==> config.mk <==
export PLATFORM = sky130hd
export DESIGN_NAME = iocs_decoder
export DESIGN_NICKNAME = d
export VERILOG_FILES = /design/src/rtl/iocs_pkg.sv /design/src/rtl/iocs_window_match.sv /design/src/rtl/iocs_regfile.sv /design/src/rtl/iocs_decoder.sv
export SDC_FILE = /design/constraint.sdc
export NUM_CORES = 1
export LEC_CHECK = 0
export BUFFER_PORTS_ARGS = -buffer_cell sky130_fd_sc_hd__buf_2
export CAP_MARGIN = 20
export CORE_MARGIN = 4
export CORE_UTILIZATION = 50
export CTS_CLUSTER_SIZE = 8
export DETAILED_ROUTE_END_ITERATION = 8
export GPL_TIMING_DRIVEN = 0
export PLACE_DENSITY_LB_ADDON = 0.05
export SYNTH_ARGS = -nofsm -noshare
export SYNTH_HDL_FRONTEND = slang
export SYNTH_SLANG_ARGS = --single-unit
==> constraint.sdc <==
create_clock -name clk -period 1.55 [get_ports clk]
set_input_delay 0.155 -clock clk [delete_from_list [all_inputs] [get_ports clk]]
set_output_delay 0.155 -clock clk [all_outputs]
set_load 0.05 [all_outputs]
==> src/rtl/iocs_pkg.sv <==
package iocs_pkg;

    localparam int IO_ADDR_W = 16;
    localparam int RANGE_W   = 5;
    localparam int CTRL_W    = 8;
    localparam int LANES     = IO_ADDR_W / 8;

    typedef logic [IO_ADDR_W-1:0] io_addr_t;

    // Field order sets the bit positions software sees: [7] en, [6] wr, [5] rd, [4:0] range
    typedef struct packed {
        logic               en;
        logic               wr_en;
        logic               rd_en;
        logic [RANGE_W-1:0] range;
    } chan_ctrl_t;

    // A thermometer code (0...01...1) is kept as is; any other code falls back to a 1-byte window
    function automatic logic [RANGE_W-1:0] legal_mask(input logic [RANGE_W-1:0] code);
        logic [RANGE_W:0] ext;
        logic [RANGE_W:0] inc;
        ext = {1'b0, code};
        inc = ext + (RANGE_W + 1)'(1);
        return ((ext & inc) == '0) ? code : '0;
    endfunction

endpackage

==> src/rtl/iocs_window_match.sv <==
module iocs_window_match
    import iocs_pkg::*;
(
    input  io_addr_t   base,
    input  chan_ctrl_t ctrl,
    input  logic       io_valid,
    input  logic       io_write,
    input  io_addr_t   io_addr,
    output logic       hit
);

    logic [RANGE_W-1:0] mask;
    io_addr_t           care;
    logic               in_window;
    logic               dir_ok;

    always_comb begin
        mask      = legal_mask(ctrl.range);
        care      = ~io_addr_t'(mask);
        in_window = ((io_addr & care) == (base & care));
        dir_ok    = io_write ? ctrl.wr_en : ctrl.rd_en;
        hit       = io_valid && ctrl.en && dir_ok && in_window;
    end

endmodule

==> src/rtl/iocs_regfile.sv <==
module iocs_regfile
    import iocs_pkg::*;
#(
    parameter int NUM_CH = 2,
    localparam int IDX_W = $clog2(2 * NUM_CH)
) (
    input  logic                  clk,
    input  logic                  rst_n,
    input  logic                  reg_wr,
    input  logic [IDX_W-1:0]      reg_idx,
    input  logic [LANES-1:0]      reg_be,
    input  io_addr_t              reg_wdata,
    output io_addr_t              reg_rdata,
    output io_addr_t [NUM_CH-1:0] base_o,
    output chan_ctrl_t [NUM_CH-1:0] ctrl_o
);

    typedef struct packed {
        io_addr_t   [NUM_CH-1:0] base;
        chan_ctrl_t [NUM_CH-1:0] ctrl;
    } regs_t;

    regs_t st_d, st_q;

    always_comb begin
        st_d = st_q;
        if (reg_wr) begin
            for (int c = 0; c < NUM_CH; c++) begin
                if (reg_idx == IDX_W'(2 * c)) begin
                    for (int b = 0; b < LANES; b++) begin
                        if (reg_be[b]) begin
                            st_d.base[c][8*b +: 8] = reg_wdata[8*b +: 8];
                        end
                    end
                end
                if (reg_idx == IDX_W'(2 * c + 1) && reg_be[0]) begin
                    st_d.ctrl[c] = chan_ctrl_t'(reg_wdata[CTRL_W-1:0]);
                end
            end
        end
    end

    always_ff @(posedge clk or negedge rst_n) begin
        if (!rst_n) begin
            st_q <= '0;
        end else begin
            st_q <= st_d;
        end
    end

    always_comb begin
        reg_rdata = '0;
        for (int c = 0; c < NUM_CH; c++) begin
            if (reg_idx == IDX_W'(2 * c)) begin
                reg_rdata = st_q.base[c];
            end
            if (reg_idx == IDX_W'(2 * c + 1)) begin
                reg_rdata = {{(IO_ADDR_W - CTRL_W){1'b0}}, st_q.ctrl[c]};
            end
        end
    end

    assign base_o = st_q.base;
    assign ctrl_o = st_q.ctrl;

endmodule

==> src/rtl/iocs_decoder.sv <==
module iocs_decoder
    import iocs_pkg::*;
#(
    parameter int NUM_CH = 2,
    localparam int IDX_W = $clog2(2 * NUM_CH)
) (
    input  logic                 clk,
    input  logic                 rst_n,
    input  logic                 reg_wr,
    input  logic [IDX_W-1:0]     reg_idx,
    input  logic [LANES-1:0]     reg_be,
    input  logic [IO_ADDR_W-1:0] reg_wdata,
    output logic [IO_ADDR_W-1:0] reg_rdata,
    input  logic                 io_valid,
    input  logic                 io_write,
    input  logic [IO_ADDR_W-1:0] io_addr,
    output logic [NUM_CH-1:0]    io_cs_n
);

    io_addr_t   [NUM_CH-1:0] base_vec;
    chan_ctrl_t [NUM_CH-1:0] ctrl_vec;
    logic       [NUM_CH-1:0] hit_vec;

    iocs_regfile #(.NUM_CH(NUM_CH)) u_regs (
        .clk       (clk),
        .rst_n     (rst_n),
        .reg_wr    (reg_wr),
        .reg_idx   (reg_idx),
        .reg_be    (reg_be),
        .reg_wdata (reg_wdata),
        .reg_rdata (reg_rdata),
        .base_o    (base_vec),
        .ctrl_o    (ctrl_vec)
    );

    for (genvar c = 0; c < NUM_CH; c++) begin : g_chan
        iocs_window_match u_match (
            .base     (base_vec[c]),
            .ctrl     (ctrl_vec[c]),
            .io_valid (io_valid),
            .io_write (io_write),
            .io_addr  (io_addr),
            .hit      (hit_vec[c])
        );
    end

    assign io_cs_n = ~hit_vec;

endmodule

==> results of run 1 <==
[repair_timing]
item	CTS	global route
setup buffers	5	1
hold buffers	0	1
setup endpoints to repair	9	10
endpoints found under the hold margin	0	17
pin swaps	11	7
resized for setup	29	10
[worst paths after layout]
| kind | startpoint | to | slack (ns) | depth (start not counted) |
|---|---|---|---|---|
| setup / recovery | u_regs.base_o[26]$_DFFE_PN0P_ | io_cs_n[1] | -0.35 | 5 |
| hold / removal | reg_wdata[14] | u_regs.base_o[14]$_DFFE_PN0P_ | 0.1 | 2 |
| setup reg to reg | u_regs.base_o[30]$_DFFE_PN0P_ | u_regs.base_o[30]$_DFFE_PN0P_ | 0.63 | 2 |
| hold reg to reg | u_regs.ctrl_o[15]$_DFFE_PN0P_ | u_regs.ctrl_o[15]$_DFFE_PN0P_ | 0.55 | 1 |
| max in group asynchronous | rst_n | u_regs.ctrl_o[1]$_DFFE_PN0P_ | 0.70 | 3 |
| min in group asynchronous | rst_n | u_regs.base_o[2]$_DFFE_PN0P_ | 0.33 | 2 |
[state kept, by name, summed over array words and instances, names as in the netlist]
| signal | flops |
|---|---|
| u_regs.base_o | 32 |
| u_regs.ctrl_o | 16 |
[cell families after synthesis]
group                     after synthesis  synth area share (%)
and+or+nand+nor                        41                  9.63
muxes                                  66                  30.9
DFF                                    48                  44.7
AOI/OAI and AO/OA                      10                  2.51
buffers and inverters                   7                  1.81
xor gates and xnor gates               32                  10.4
[final cells by class]
class                      instances  area share, %
inverter                           2          0.223
tap                               70           2.60
multi-input combinational        149           44.4
sequential                        48           35.9
buffer                             5           1.23
clock buffer                       7           2.86
timing repair buffer              65           12.8
[per-layer routing]
layer | GRT usage (%) | wire (um) | vias up
met1 | 27.0 | 2610 | 963
met3 | 4.32 | 313 | 11
met4 | 7.09 | 107 | 0
met2 | 33.6 | 3120 | 56
li1 | - | - | 889
met5 | 0 | 0 | -
[cells in the mapped netlist (all sizes together)]
cell type | number | share of area [%]
nand4 | 7 | 1.9
o21ai | 4 | 0.74
nand4b | 1 | 0.56
nor2 | 10 | 1.4
mux4 | 8 | 7.1
inv | 2 | 0.28
xor2 | 6 | 2.0
nor2b | 1 | 0.23
mux2 | 48 | 20
nand2 | 4 | 0.56
a41oi | 4 | 1.3
xnor2 | 26 | 8.5
nand2b | 6 | 1.4
dfrtp | 48 | 45
mux2i | 10 | 3.7
nor3 | 2 | 1.2
buf | 5 | 1.5
a31oi | 2 | 0.47
nor4 | 4 | 0.93
nand3 | 6 | 1.5
[stage by stage]
stage	hold WS, ns	power, mW	std cells	setup WS, ns	utilization, %
floorplan	-0.141	2.79	204	0.0117	-
detailed placement	0.406	3.16	331	-0.136	59.2
CTS	0.0919	4.13	343	-0.364	63.5
global route	0.0850	4.40	346	-0.433	65.0
finish	0.0956	4.16	346	-0.347	65.0
global placement	0.404	3.12	331	-0.0744	59.2
[power groups by stage]
stage / clock network (mW) / logic [mW] / registers, mW
2_1_floorplan: 0 / 1.04 / 1.75
6_report: 0.811 / 1.53 / 1.81
4_1_cts: 0.824 / 1.50 / 1.80
5_1_grt: 0.881 / 1.65 / 1.86
3_5_place_dp: 0 / 1.33 / 1.83
3_3_place_gp: 0 / 1.30 / 1.82
==> flow_summary.toml, run 1 <==
[cts]
cts_tree = "done"
ctsHtreeMaxLevel = 2
clkTransAtPathRegs_ns = 0.09
cts_root_buf = "clkbuf_8"
clock-sinks = 48
cts_buffer_depth = 2
insertion_delay_ns = 0.29
cts_buffers = 5

[worst_setup_path]
critical_path_required_ns = 1.39
cp-start-kind = "flop"
crit_chain = "xnor2_1, nand3_1, nor4_1, nand4_1, buf_6"
path_class = "flop to output pin"
cp_slowest_stage_delay_ns = 0.41
worstSetupEndpointType = "output pin"
critPathSlowestCell = "dfrtp_1"
path_max_fanout = 3
critical_path_buf_inv_count = 1
cp_top_family = "simple AND/OR/NAND/NOR gates"
worstPathArrival_ns = 1.74

[sta]
setup_viol_count_final = 7
fin_ws_ns = -0.347
fin_skew_ns = 0
relSlewSlack_pct = 65.1
min_period_over_period_pct = 122
slew_viol_final = 0
rsz0062_at_grt = "yes"
finalHoldViolCount = 0
fmaxAchievable_mhz = 527
fin_tns_setup_ns = -0.888
fin_crit_ns = 1.90
tightest_slew_ns = 0.521

[logic_synthesis]
syn_inst = 204
syn_area_sq_um = 2690
synthDistinctLibCells = 24
synth-seq-cells = 48
synth_area_per_cell_sq_um = 13.2
synth_warnings = 0
synth.yosys.seq_area_share_pct = 44.7
synth_fp_nets = 245

[route]
viasPerCell = 5.55
antenna_left = 0
drc_errors = 0
routed_wl_um = 6140
vias = 1919
first_pass_iters = 4
initialDrtViolationCount = 80
wl_per_cell_um = 17.8

[power_and_ir_drop]
p_per_area_nw_per_um2 = 1240
p_sw_share_pct = 35.0
power.share.clock_pct = 19.5
switching_power_mw = 1.45
combinationalPowerShare_pct = 36.8
p_leak_nw = 1.46
p_seq_share_pct = 43.6
intPower_mw = 2.70
ir_worst_vdd_uv = 598

[global_routing]
grt_max_degree = 49
grt_pass1_vias = 2019
gr-total-overflow = 0
antenna_found_initial = 0
grt_use_total_pct = 20.5
grt_first_pass_wirelength_um = 10100

[place]
placed_area_sq_um = 3060
port_buffers = 57
gp_congestion = 0.775
place_hpwl_um = 4630

[status]
status = "finished with violations"
violations = "setup timing"

[cells_and_area]
seq_area_sq_um = 1210
multiInputGateArea_sq_um = 1490
final_common_cell = "mux2_2"
design_area_sq_um = 3360
n_fill_cell = 421
drive_gt1_share_pct = 54.7
area_growth_pct = 25.1
final_cell_mix = "48 x mux2_2, 47 x buf_2, 43 x dfrtp_1"
fin_nets = 317
n_antenna_cell = 0

[die]
num_rows = 26
die_h_um = 81.3
num_io_pins = 59
die_w_um = 81.3
core_region_area_sq_um = 5170
die_area_sq_um = 6610
start_util_pct = 52.0

[min_path]
hold_path_class = "primary input to flop"

[run]
maxCapViolCount = 0
(Power assumes the default switching activity.)
==> inputs of run 2 (changes only) <==
--- a/config.mk
+++ b/config.mk
@@ -7,8 +7,10 @@
 export LEC_CHECK = 0
 export BUFFER_PORTS_ARGS = -buffer_cell sky130_fd_sc_hd__buf_2
 export CAP_MARGIN = 20
+export CELL_PAD_IN_SITES_DETAIL_PLACEMENT = 0
+export CELL_PAD_IN_SITES_GLOBAL_PLACEMENT = 1
 export CORE_MARGIN = 4
-export CORE_UTILIZATION = 50
+export CORE_UTILIZATION = 47
 export CTS_CLUSTER_SIZE = 8
 export DETAILED_ROUTE_END_ITERATION = 8
 export GPL_TIMING_DRIVEN = 0
==> flow_summary.toml, run 2 (same netlist as run 1, synthesis figures left out) <==
[worst_setup_path]
critical_path_required_ns = 1.39
critical_path_buf_inv_count = 1
path_max_fanout = 3
cp_top_family = "simple AND/OR/NAND/NOR gates"
critPathSlowestCell = "dfrtp_1"
cp_slowest_stage_delay_ns = 0.44
crit_chain = "xnor2_2, a41oi_2, nor4_2, nand4_1, buf_6"
worstPathArrival_ns = 1.69
cp-start-kind = "flop"
worstSetupEndpointType = "output pin"
path_class = "flop to output pin"

[cts]
cts_buffers = 5
insertion_delay_ns = 0.29
cts_root_buf = "clkbuf_8"
ctsHtreeMaxLevel = 2
clock-sinks = 48
clkTransAtPathRegs_ns = 0.09
cts_tree = "done"
cts_buffer_depth = 2

[die]
die_w_um = 83.6
die_h_um = 83.6
num_io_pins = 59
die_area_sq_um = 6990
num_rows = 27
start_util_pct = 48.5
core_region_area_sq_um = 5540

[place]
port_buffers = 57
gp_congestion = 0.739
place_hpwl_um = 4640
placed_area_sq_um = 3080
post-place-ws_ns = -0.120

[run]
maxCapViolCount = 0

[status]
violations = "setup timing"
status = "finished with violations"

[cells_and_area]
area_growth_pct = 25.8
final_cell_mix = "48 x mux2_2, 47 x buf_2, 44 x dfrtp_1"
drive_gt1_share_pct = 55.0
final_common_cell = "mux2_2"
n_antenna_cell = 0
fin_nets = 319
n_fill_cell = 487
largest_register_ffs = 32
design_area_sq_um = 3380

[route]
viasPerCell = 5.38
routed_wl_um = 6330
initialDrtViolationCount = 63
wl_per_cell_um = 18.1
first_pass_iters = 4
vias = 1884
antenna_left = 0
drc_errors = 0

[sta]
slew_viol_final = 0
relSlewSlack_pct = 64.7
tightest_slew_ns = 0.528
finalHoldViolCount = 0
min_period_over_period_pct = 119
rsz0062_at_grt = "yes"
setup_viol_count_final = 8
fin_crit_ns = 1.85
fmaxAchievable_mhz = 541
fin_skew_ns = 0
fin_ws_ns = -0.300
fin_tns_setup_ns = -0.822

[global_routing]
grt_pass1_vias = 2028
grt_use_total_pct = 19.1
grt_max_degree = 36
gr-total-overflow = 0
grt_first_pass_wirelength_um = 10600
antenna_found_initial = 0

[min_path]
hold_path_class = "primary input to flop"

[power_and_ir_drop]
ir_worst_vdd_uv = 669
p_total_mw = 4.12
p_per_area_nw_per_um2 = 1220
p_leak_nw = 1.47
## run 2: path summary, 6_finish.rpt
| path | startpoint | endpoint | cells after the start | slack [ns] |
|---|---|---|---|---|
| hold reg to reg | u_regs.ctrl_o[6]$_DFFE_PN0P_ | u_regs.ctrl_o[6]$_DFFE_PN0P_ | 1 | 0.54 |
| setup reg to reg | u_regs.ctrl_o[4]$_DFFE_PN0P_ | u_regs.ctrl_o[4]$_DFFE_PN0P_ | 2 | 0.64 |
| hold / removal | reg_wdata[10] | u_regs.base_o[10]$_DFFE_PN0P_ | 2 | 0.1 |
| min in group asynchronous | rst_n | u_regs.base_o[18]$_DFFE_PN0P_ | 2 | 0.30 |
| max in group asynchronous | rst_n | u_regs.ctrl_o[9]$_DFFE_PN0P_ | 3 | 0.73 |
| setup / recovery | u_regs.base_o[18]$_DFFE_PN0P_ | io_cs_n[1] | 5 | -0.30 |
## run 2: repair_timing
action                                  in CTS  in global routing
hold buffers                                 1                  0
pin swaps                                   12                  1
hold endpoints to repair                    13                  0
gates cloned                                 0                  0
setup buffers                                8                  0
gates resized for setup                     34                  8
endpoints found under the setup margin      10                 10
## run 2: final cells by class
type                       count  area [sq um]  share of cell area, %
inverter                       2          7.51                  0.222
tap                           72          90.1                   2.66
clock inverter                 1          5.00                  0.148
buffer                         5          41.3                   1.22
multi-input combinational    149          1510                   44.5
timing repair buffer          67           453                   13.4
clock buffer                   6          72.6                   2.15
sequential                    48          1210                   35.7
## run 2: power by group
group          switching [mW]  internal [mW]
sequential              0.292           1.53
clock                   0.406          0.308
combinational           0.780          0.798
## run 2: routing by layer
layer	vias to the layer above	track usage (%)	wire length [um]	part of all wire (%)
met5	-	0	0	0
met4	0	3.95	72	1.1
met3	6	4.15	285	4.5
met2	44	32.8	3230	51
met1	934	25.0	2740	43
li1	900	-	-	-
## run 2: stage by stage
step	hold WS [ns]	cells	util, %
3_5_place_dp	0.0919	334	55.7
6_report	0.0976	350	61.0
5_1_grt	0.0815	350	61.0
3_3_place_gp	0.401	333	55.3
2_1_floorplan	-0.141	204	-
4_1_cts	0.0905	350	60.5
